## src/rtl/evt_stream_capture.sv

```systemverilog
module evt_stream_capture #(
  parameter int BLK_WORDS  = 1024,
  parameter int FIFO_DEPTH = 16
) (
  input  logic        clk,
  input  logic        rst_n,
  input  logic        evt_in,
  input  logic        pps_in,
  input  logic        ilv_mode,
  output logic [31:0] out_data,
  output logic        out_valid,
  input  logic        out_ready
);
  localparam int W     = 32;
  localparam int BIT_W = $clog2(W);
  localparam int WRD_W = (BLK_WORDS > 1) ? $clog2(BLK_WORDS) : 1;
  localparam int PTR_W = $clog2(FIFO_DEPTH);
  localparam int CNT_W = PTR_W + 1;
  localparam logic [15:0] HDR_MARK = 16'hE5B1;

  logic [1:0]       evt_sync, pps_sync;
  logic [31:0]      tick, stamp_q;
  logic [BIT_W-1:0] bit_idx;
  logic [WRD_W-1:0] word_idx;
  logic [W-2:0]     shreg;
  logic             mode_q, lost_q, hdr2_pend;

  logic [W-1:0]     mem [FIFO_DEPTH];
  logic [PTR_W-1:0] wr_ptr, rd_ptr;
  logic [CNT_W-1:0] count;

  wire blk_start = (bit_idx == '0) && (word_idx == '0);
  wire word_done = (bit_idx == BIT_W'(W - 1));
  wire cur_mode  = blk_start ? ilv_mode : mode_q;
  wire smp       = (cur_mode && bit_idx[0]) ? pps_sync[1] : evt_sync[1];
  wire full      = (count == CNT_W'(FIFO_DEPTH));
  wire wr_en     = blk_start | hdr2_pend | word_done;
  wire push      = wr_en && !full;
  wire pop       = out_valid && out_ready;

  logic [W-1:0] wr_data;
  always_comb begin
    if (blk_start)      wr_data = {HDR_MARK, 14'b0, ilv_mode, lost_q};
    else if (hdr2_pend) wr_data = stamp_q;
    else                wr_data = {shreg, smp};
  end

  assign out_valid = (count != '0);
  assign out_data  = mem[rd_ptr];

  always_ff @(posedge clk) begin
    if (!rst_n) begin
      evt_sync  <= '0;
      pps_sync  <= '0;
      tick      <= '0;
      stamp_q   <= '0;
      bit_idx   <= '0;
      word_idx  <= '0;
      shreg     <= '0;
      mode_q    <= 1'b0;
      lost_q    <= 1'b0;
      hdr2_pend <= 1'b0;
    end else begin
      evt_sync  <= {evt_sync[0], evt_in};
      pps_sync  <= {pps_sync[0], pps_in};
      tick      <= tick + 32'd1;
      bit_idx   <= bit_idx + 1'b1;
      shreg     <= {shreg[W-3:0], smp};
      hdr2_pend <= blk_start;
      if (blk_start) begin
        stamp_q <= tick;
        mode_q  <= ilv_mode;
      end
      if (word_done)
        word_idx <= (word_idx == WRD_W'(BLK_WORDS - 1)) ? '0 : word_idx + 1'b1;
      if (wr_en && full) lost_q <= 1'b1;
      else if (blk_start) lost_q <= 1'b0;
    end
  end

  always_ff @(posedge clk) begin
    if (!rst_n) begin
      wr_ptr <= '0;
      rd_ptr <= '0;
      count  <= '0;
    end else begin
      if (push) begin
        mem[wr_ptr] <= wr_data;
        wr_ptr      <= wr_ptr + 1'b1;
      end
      if (pop) rd_ptr <= rd_ptr + 1'b1;
      count <= count + CNT_W'(push) - CNT_W'(pop);
    end
  end
endmodule

```

## config.mk

```make
export PLATFORM = sky130hd
export DESIGN_NAME = evt_stream_capture
export DESIGN_NICKNAME = d
export VERILOG_FILES = /design/src/rtl/evt_stream_capture.sv
export SDC_FILE = /design/constraint.sdc
export NUM_CORES = 1
export LEC_CHECK = 0
export BUFFER_PORTS_ARGS = -buffer_cell sky130_fd_sc_hd__buf_2
export CAP_MARGIN = 20
export CELL_PAD_IN_SITES_DETAIL_PLACEMENT = 0
export CELL_PAD_IN_SITES_GLOBAL_PLACEMENT = 1
export CORE_MARGIN = 4
export CORE_UTILIZATION = 41
export CTS_CLUSTER_DIAMETER = 50
export DETAILED_ROUTE_END_ITERATION = 6
export HOLD_SLACK_MARGIN = 0.15
export PLACE_DENSITY = 0.61
export SLEW_MARGIN = 20
export SYNTH_ARGS = -nofsm -noshare
export SYNTH_HDL_FRONTEND = slang
export SYNTH_SLANG_ARGS = --single-unit
```

## constraint.sdc

```tcl
create_clock -name clk -period 6.3 [get_ports clk]
set_clock_uncertainty 0.05 [all_clocks]
set_input_delay 0.315 -clock clk [delete_from_list [all_inputs] [get_ports clk]]
set_output_delay 0.315 -clock clk [all_outputs]
set_load 0.03 [all_outputs]
```

* Yosys cells after proc, flatten, opt, wreduce, memory -nomap -nowiden
Memory sizes are Yosys's and may differ from the RTL's. A register that Yosys moved wholly into a read port is not among the register bits.
Index checks and enable logic that the tools add are counted.
** Operators by class
- Add/subtract/negate cells :: 7
- Equal/unequal tests :: 3
- Muxes and demuxes :: 12
- Bitwise gates (word level) :: 2
- Reduce and logical (&&, ||, !) cells :: 10
** Operator list (number)
- 32-bit two-way mux :: 2
- 32-bit by 1-bit adder with 32-bit output, second input constant :: 1
- 10-bit by 1-bit adder with 10-bit output, second input constant :: 1
- 10-bit equality test, second input constant :: 1
- 5-bit equality test, second input constant :: 2
- 10-bit logical NOT :: 1
- 10-bit two-way mux :: 1
- 4-bit by 1-bit adder with 4-bit output, second input constant :: 2
- 4-bit two-way mux :: 2
- 1-bit two-way mux :: 7
- 5-bit by 1-bit adder with 5-bit output :: 1
- 5-bit by 1-bit adder with 5-bit output, second input constant :: 1
- 1-bit logical AND :: 5
- 5-bit logical NOT :: 1
- 5-bit nonzero test :: 1
- 5-bit by 1-bit subtractor with 5-bit output :: 1
- 1-bit OR :: 2
- 2-bit nonzero test :: 1
- 1-bit logical NOT :: 1
** Word-level totals
- Register bits :: 130
- RAM bits :: 512
- Bits of input ports :: 6
- Output and inout bits :: 33
- Logic and storage cells :: 48
- Memories :: 1
** Memory list
- mem :: words 16, bits a word 32, rd ports 1, clocked after memory_dff 1, write ports 1, RTL line 28 : logic [W-1:0] mem [FIFO_DEPTH];

* Longest topological paths before layout
- Depth after elaboration :: 8
- Depth in mapped cells :: 17
- Depth with buffers taken out :: 14

* Worst setup path after synthesis
OpenSTA, ideal clock, no wires.
- Path kind :: register -> register
- From :: register bit_idx[0]
- To :: memory mem[0][0] (enable)
- Library setup time :: 0.502 ns
- Arrival time :: 4.647 ns
- Required time :: 5.748 ns
- Path slack :: 1.102 ns
- Stages on the path, launching flop included :: 9
- Path buffers :: 2
- Clock period less this slack :: 5.198 ns
- Cells stage by stage :: dfxtp_1 > ha_1 > and3_1 > ha_1 > clkbuf_1 > nor2_1 > a21o_1 > buf_2 > nor4_1
** On the way
- Longest elaborated chain between the ends :: 8
- Elaborated cells on any way between the ends :: 9
- Classes of those cells :: eq/ne: 1; mux: 3; bitwise: 2; reduce/logical: 3
** RTL lines
- start, declared :: RTL line 23 : logic [BIT_W-1:0] bit_idx;
- start signal, assigned :: RTL line 67 : bit_idx <= bit_idx + 1'b1;
- 5-bit logical NOT :: RTL line 32 : wire blk_start = (bit_idx == '0) && (word_idx == '0);
- 1-bit logical AND :: RTL line 32
- 1-bit OR :: RTL line 37 : wire wr_en = blk_start | hdr2_pend | word_done;
- 1-bit OR (*) :: RTL line 37
- 1-bit logical AND (*) :: RTL line 38 : wire push = wr_en && !full;
- 1-bit two-way mux (*) :: RTL line 87 : if (push) begin
- 1-bit two-way mux (*) :: RTL line 82 : if (!rst_n) begin
- 1-bit two-way mux (implied by the code) (*) :: RTL line 88 : mem[wr_ptr] <= wr_data;
- end, declared :: RTL line 28
Mark *: on every way between the ends. The rest lies on a longest branch, timed or not.

* Worst setup path in the final report
- From :: register bit_idx[0]
- To :: register count[4]
** On the way
- Longest elaborated chain between the ends :: 7
- Elaborated cells on any way between the ends :: 8
- Classes of those cells :: add/sub: 2; eq/ne: 1; bitwise: 2; reduce/logical: 3
** RTL lines
- 5-bit logical NOT :: RTL line 32
- 1-bit logical AND :: RTL line 32
- 1-bit OR :: RTL line 37
- 1-bit OR (*) :: RTL line 37
- 1-bit logical AND (*) :: RTL line 38
- 5-bit by 1-bit adder with 5-bit output (*) :: RTL line 92 : count <= count + CNT_W'(push) - CNT_W'(pop);
- 5-bit by 1-bit subtractor with 5-bit output (*) :: RTL line 92
- end signal, assigned :: RTL line 92
- end, declared :: RTL line 30 : logic [CNT_W-1:0] count;
Marks and branches as above.
A chain may end at the register's enable or synchronous reset.

==> out/metrics.csv <==
stage,metric,value,unit
die,io_pins,39,
cts,clk-insertion-delay-late,610,ps
placement,place_area,0.0262,sq mm
yosys,synth_fa_ha_area_frac,0.00933,
worst_setup_path,cp_top_family,adder cells,
yosys,async_reset_ff_frac,0,
route,wirelength,54500,microns
cts,tritoncts,yes,
yosys,muxShareOfSynthArea,0.160,
yosys,mappedNetlistArea,0.0249,sq mm
power_and_ir_drop,peakVddDrop,0.295,mV
layout,final_area,0.0287,sq mm
worst_setup_path,required,6710,ps
placement,numPortBuffers,38,
yosys,synth-compound-area-share,0.0211,
worst_setup_path,path_max_fanout,19,
yosys,synth_edf_count,512,
cts,cts_setup_buffers,0,
cts,post_cts_resize_count,0,
route,firstDrtPassIters,5,
global_routing,antenna_found_initial,0,
cts,h-tree-depth,3,
yosys,yosysSeqAreaShare,0.724,
yosys,synth_simple_gate_area_frac,0.0597,
power_and_ir_drop,power_switching,2890,uW
yosys,synthXorXnorAreaFrac,0.00808,
yosys,synth_cell_types,43,
die,initial_core_util,0.414,
die,rows,90,
route,routedWlPerCell,23.7,microns
yosys,yosysWarnings,0,
power_and_ir_drop,fin_total_pwr,11000,uW
outcome,status,"finished, final reports clean",
die,die_height,255,microns
timing,finalCritPeriodShare,0.618,
yosys,synthesis.nets,1401,
timing,timing_hold_violations_final,0,
global_routing,grt_pass1_wl,82200,microns
global_routing,grt_max_degree,123,
layout,antenna_cells,0,
worst_hold_path,hold_path.class,input port to flip-flop,
worst_setup_path,arrival,4310,ps
worst_setup_path,cpPeakStageDelay,810,ps
placement,hpwl,30100,microns
timing,finalMaxSlewViolations,0,
route,antenna_left,0,
layout,nets,1482,
power_and_ir_drop,power_frac_seq,0.439,
cts,cts_root_buffer,clkbuf_16,
timing,setup_viol,0,
layout,final_common_cell,edfxtp_1,
cts,clkTransAtPathRegs,50,ps
yosys,synthCells,1377,
yosys,synth_top_family_by_area,multiplexers,
power_and_ir_drop,p_per_area,383,mW/mm^2
die,die_w,255,microns
timing,fmax,0.257,GHz
timing,rsz0062_at_grt,no,
timing,tns,0,ps
power_and_ir_drop,comb_power_share,0.175,
timing,relSlewSlack,0.262,
route,dr_total_vias,12500,
worst_setup_path,endpoint_kind,flip-flop,
layout,area_delta_synth_final,15.1,%
die,dieArea,0.0648,sq mm
cts,cts-buffers-inserted,75,
yosys,synth_ff_type,edfxtp_1,
layout,final_cell_mix,"edfxtp_1 (512), mux4_2 (160), dfxtp_1 (129)",
worst_setup_path,cp_slowest_cell,a21o_1,
power_and_ir_drop,switching_share,0.264,
layout,layout-drive-gt1-share,0.253,
worst_setup_path,cp-start-kind,flip-flop,
die,core_area,0.0602,sq mm
worst_setup_path,crit_chain,ha_1 > and3_1 > ha_1 > buf_4 > nor2_1 > a21o_1 > ha_1 > inv_1 > ha_1 > inv_1 > fa_1 > nor2b_1 > o21bai_1 > a21oi_1 > nor3b_1,
timing,worst_pin_slew,1100,ps
worst_setup_path,path_class,flip-flop to flip-flop,
yosys,yosys.area.top_type,edfxtp_1,
placement,gp_congestion,0.737,
timing,final.min_clock_period,3900,ps
yosys,synth_seq_cells,646,
route,post_drt_via_cell_ratio,5.43,
worst_setup_path,crit_path_frequent_cell,ha_1,
yosys,synthTopCellsByArea,"edfxtp_1 (62%), mux4_2 (14%), dfxtp_1 (11%), nand2_1 (1.6%), mux2i_1 (1.5%)",
power_and_ir_drop,leakage,0.00923,uW
power_and_ir_drop,p_int,8090,uW
flow_run,maxCapViolCount,0,
cts,cts_hold_buffers,4,
route,drt_iter0_drc,898,
global_routing,grt.total_usage,0.170,
cts,cts_buffer_depth,3,
global_routing,grt_overflow,0,
global_routing,grt_pass1_vias,12700,
cts,cts.sinks,646,
timing,setup_slack,2400,ps
placement,dpl_worst_slack,2410,ps
yosys,synth_top_area_share,0.617,
yosys,avgSynthCellArea,18.1,sq um
power_and_ir_drop,clockPowerShare,0.386,
route,drc_errors,0,
worst_setup_path,critPathBufInv,3,
[layer usage]
layer,vias to the layer above,part of all wire,global-route usage
met1,6558,0.46,0.245
met3,74,0.042,0.0270
met4,0,0.016,0.0444
met2,244,0.49,0.276
li1,5621,-,-
met5,-,0,0
[Yosys cell counts, types with 2 or more instances]
cell type / instances
a21o_1: 2
a21oi_1: 60
and2_1: 40
and3_1: 4
and4_1: 7
buf_1: 8
buf_2: 22
buf_4: 3
buf_6: 2
clkbuf_1: 42
dfxtp_1: 134
edfxtp_1: 512
ha_1: 17
inv_1: 22
mux2i_1: 38
mux4_2: 160
nand2_1: 108
nand2b_1: 6
nand3_1: 19
nand4_1: 12
nor2_1: 50
nor2b_1: 2
nor3_1: 15
nor3b_1: 2
nor4_1: 7
o21ai_0: 10
o311ai_0: 2
o31ai_1: 15
or3_1: 8
or4_1: 14
xnor2_1: 7
xor2_1: 16
[sequential cells by signal, indices dropped and copies added (netlist names), named ones only]
register   cells
mem          512
stamp_q       32
tick          32
shreg         31
word_idx      10
bit_idx        5
count          5
rd_ptr         4
wr_ptr         4
evt_sync       2
pps_sync       2
hdr2_pend      1
lost_q         1
mode_q         1
[metrics by stage]
stage | cells | utilization | hold WS [ps]
3_3_place_gp | 2156 | 0.434 | 372
4_1_cts | 2300 | 0.476 | 270
5_1_grt | 2301 | 0.476 | 322
3_5_place_dp | 2158 | 0.434 | 374
6_report | 2301 | 0.476 | 302
2_1_floorplan | 1377 | - | 362
[cell type report]
| class | count | area [sq um] |
|---|---|---|
| multi-input cells | 631 | 6550 |
| fillers | 5016 | 31600 |
| inverters | 22 | 82.6 |
| well taps | 782 | 978 |
| clock inverters | 46 | 477 |
| clock buffers | 92 | 1980 |
| repair buffers | 82 | 556 |
| flip-flops and latches | 646 | 18100 |
[final timing paths]
check / start / endpoint / slack, ps / cells past startpoint
worst max-delay path: bit_idx[0] / count[4] / 2400 / 15
worst min register to register: pps_sync[0] / pps_sync[1] / 380 / 1
worst min-delay path: rst_n / tick[29] / 300 / 4
worst max register to register: bit_idx[0] / count[4] / 2400 / 15
[cells by family (layout without fill, tap and decap cells)]
logic type | Yosys count | after routing
compound gates | 93 | 93
flops | 646 | 646
xor+xnor | 23 | 23
simple gates | 298 | 298
fa+ha+maj | 18 | 18
mux | 199 | 199
buf+inv | 100 | 242
[worst reg2reg max path: cells and delay by family, from the launching register on]
kind,cells,cell delay (ps)
AND/OR/NAND/NOR,4,680
AO/OA/AOI/OAI,3,1070
buffers and inverters,3,290
flip-flops,1,350
adder cells (fa/ha/maj),5,1330
[power groups by stage]
stage,registers [uW],logic (uW),clock network (uW)
final,4820,1920,4240
after global routing,4830,2080,4550
after CTS,4820,1980,4360
after detailed placement,4910,1970,0
after global placement,4910,1970,0
after floorplan,4880,1480,0
Note: power is estimated with default switching activity, not from simulation.
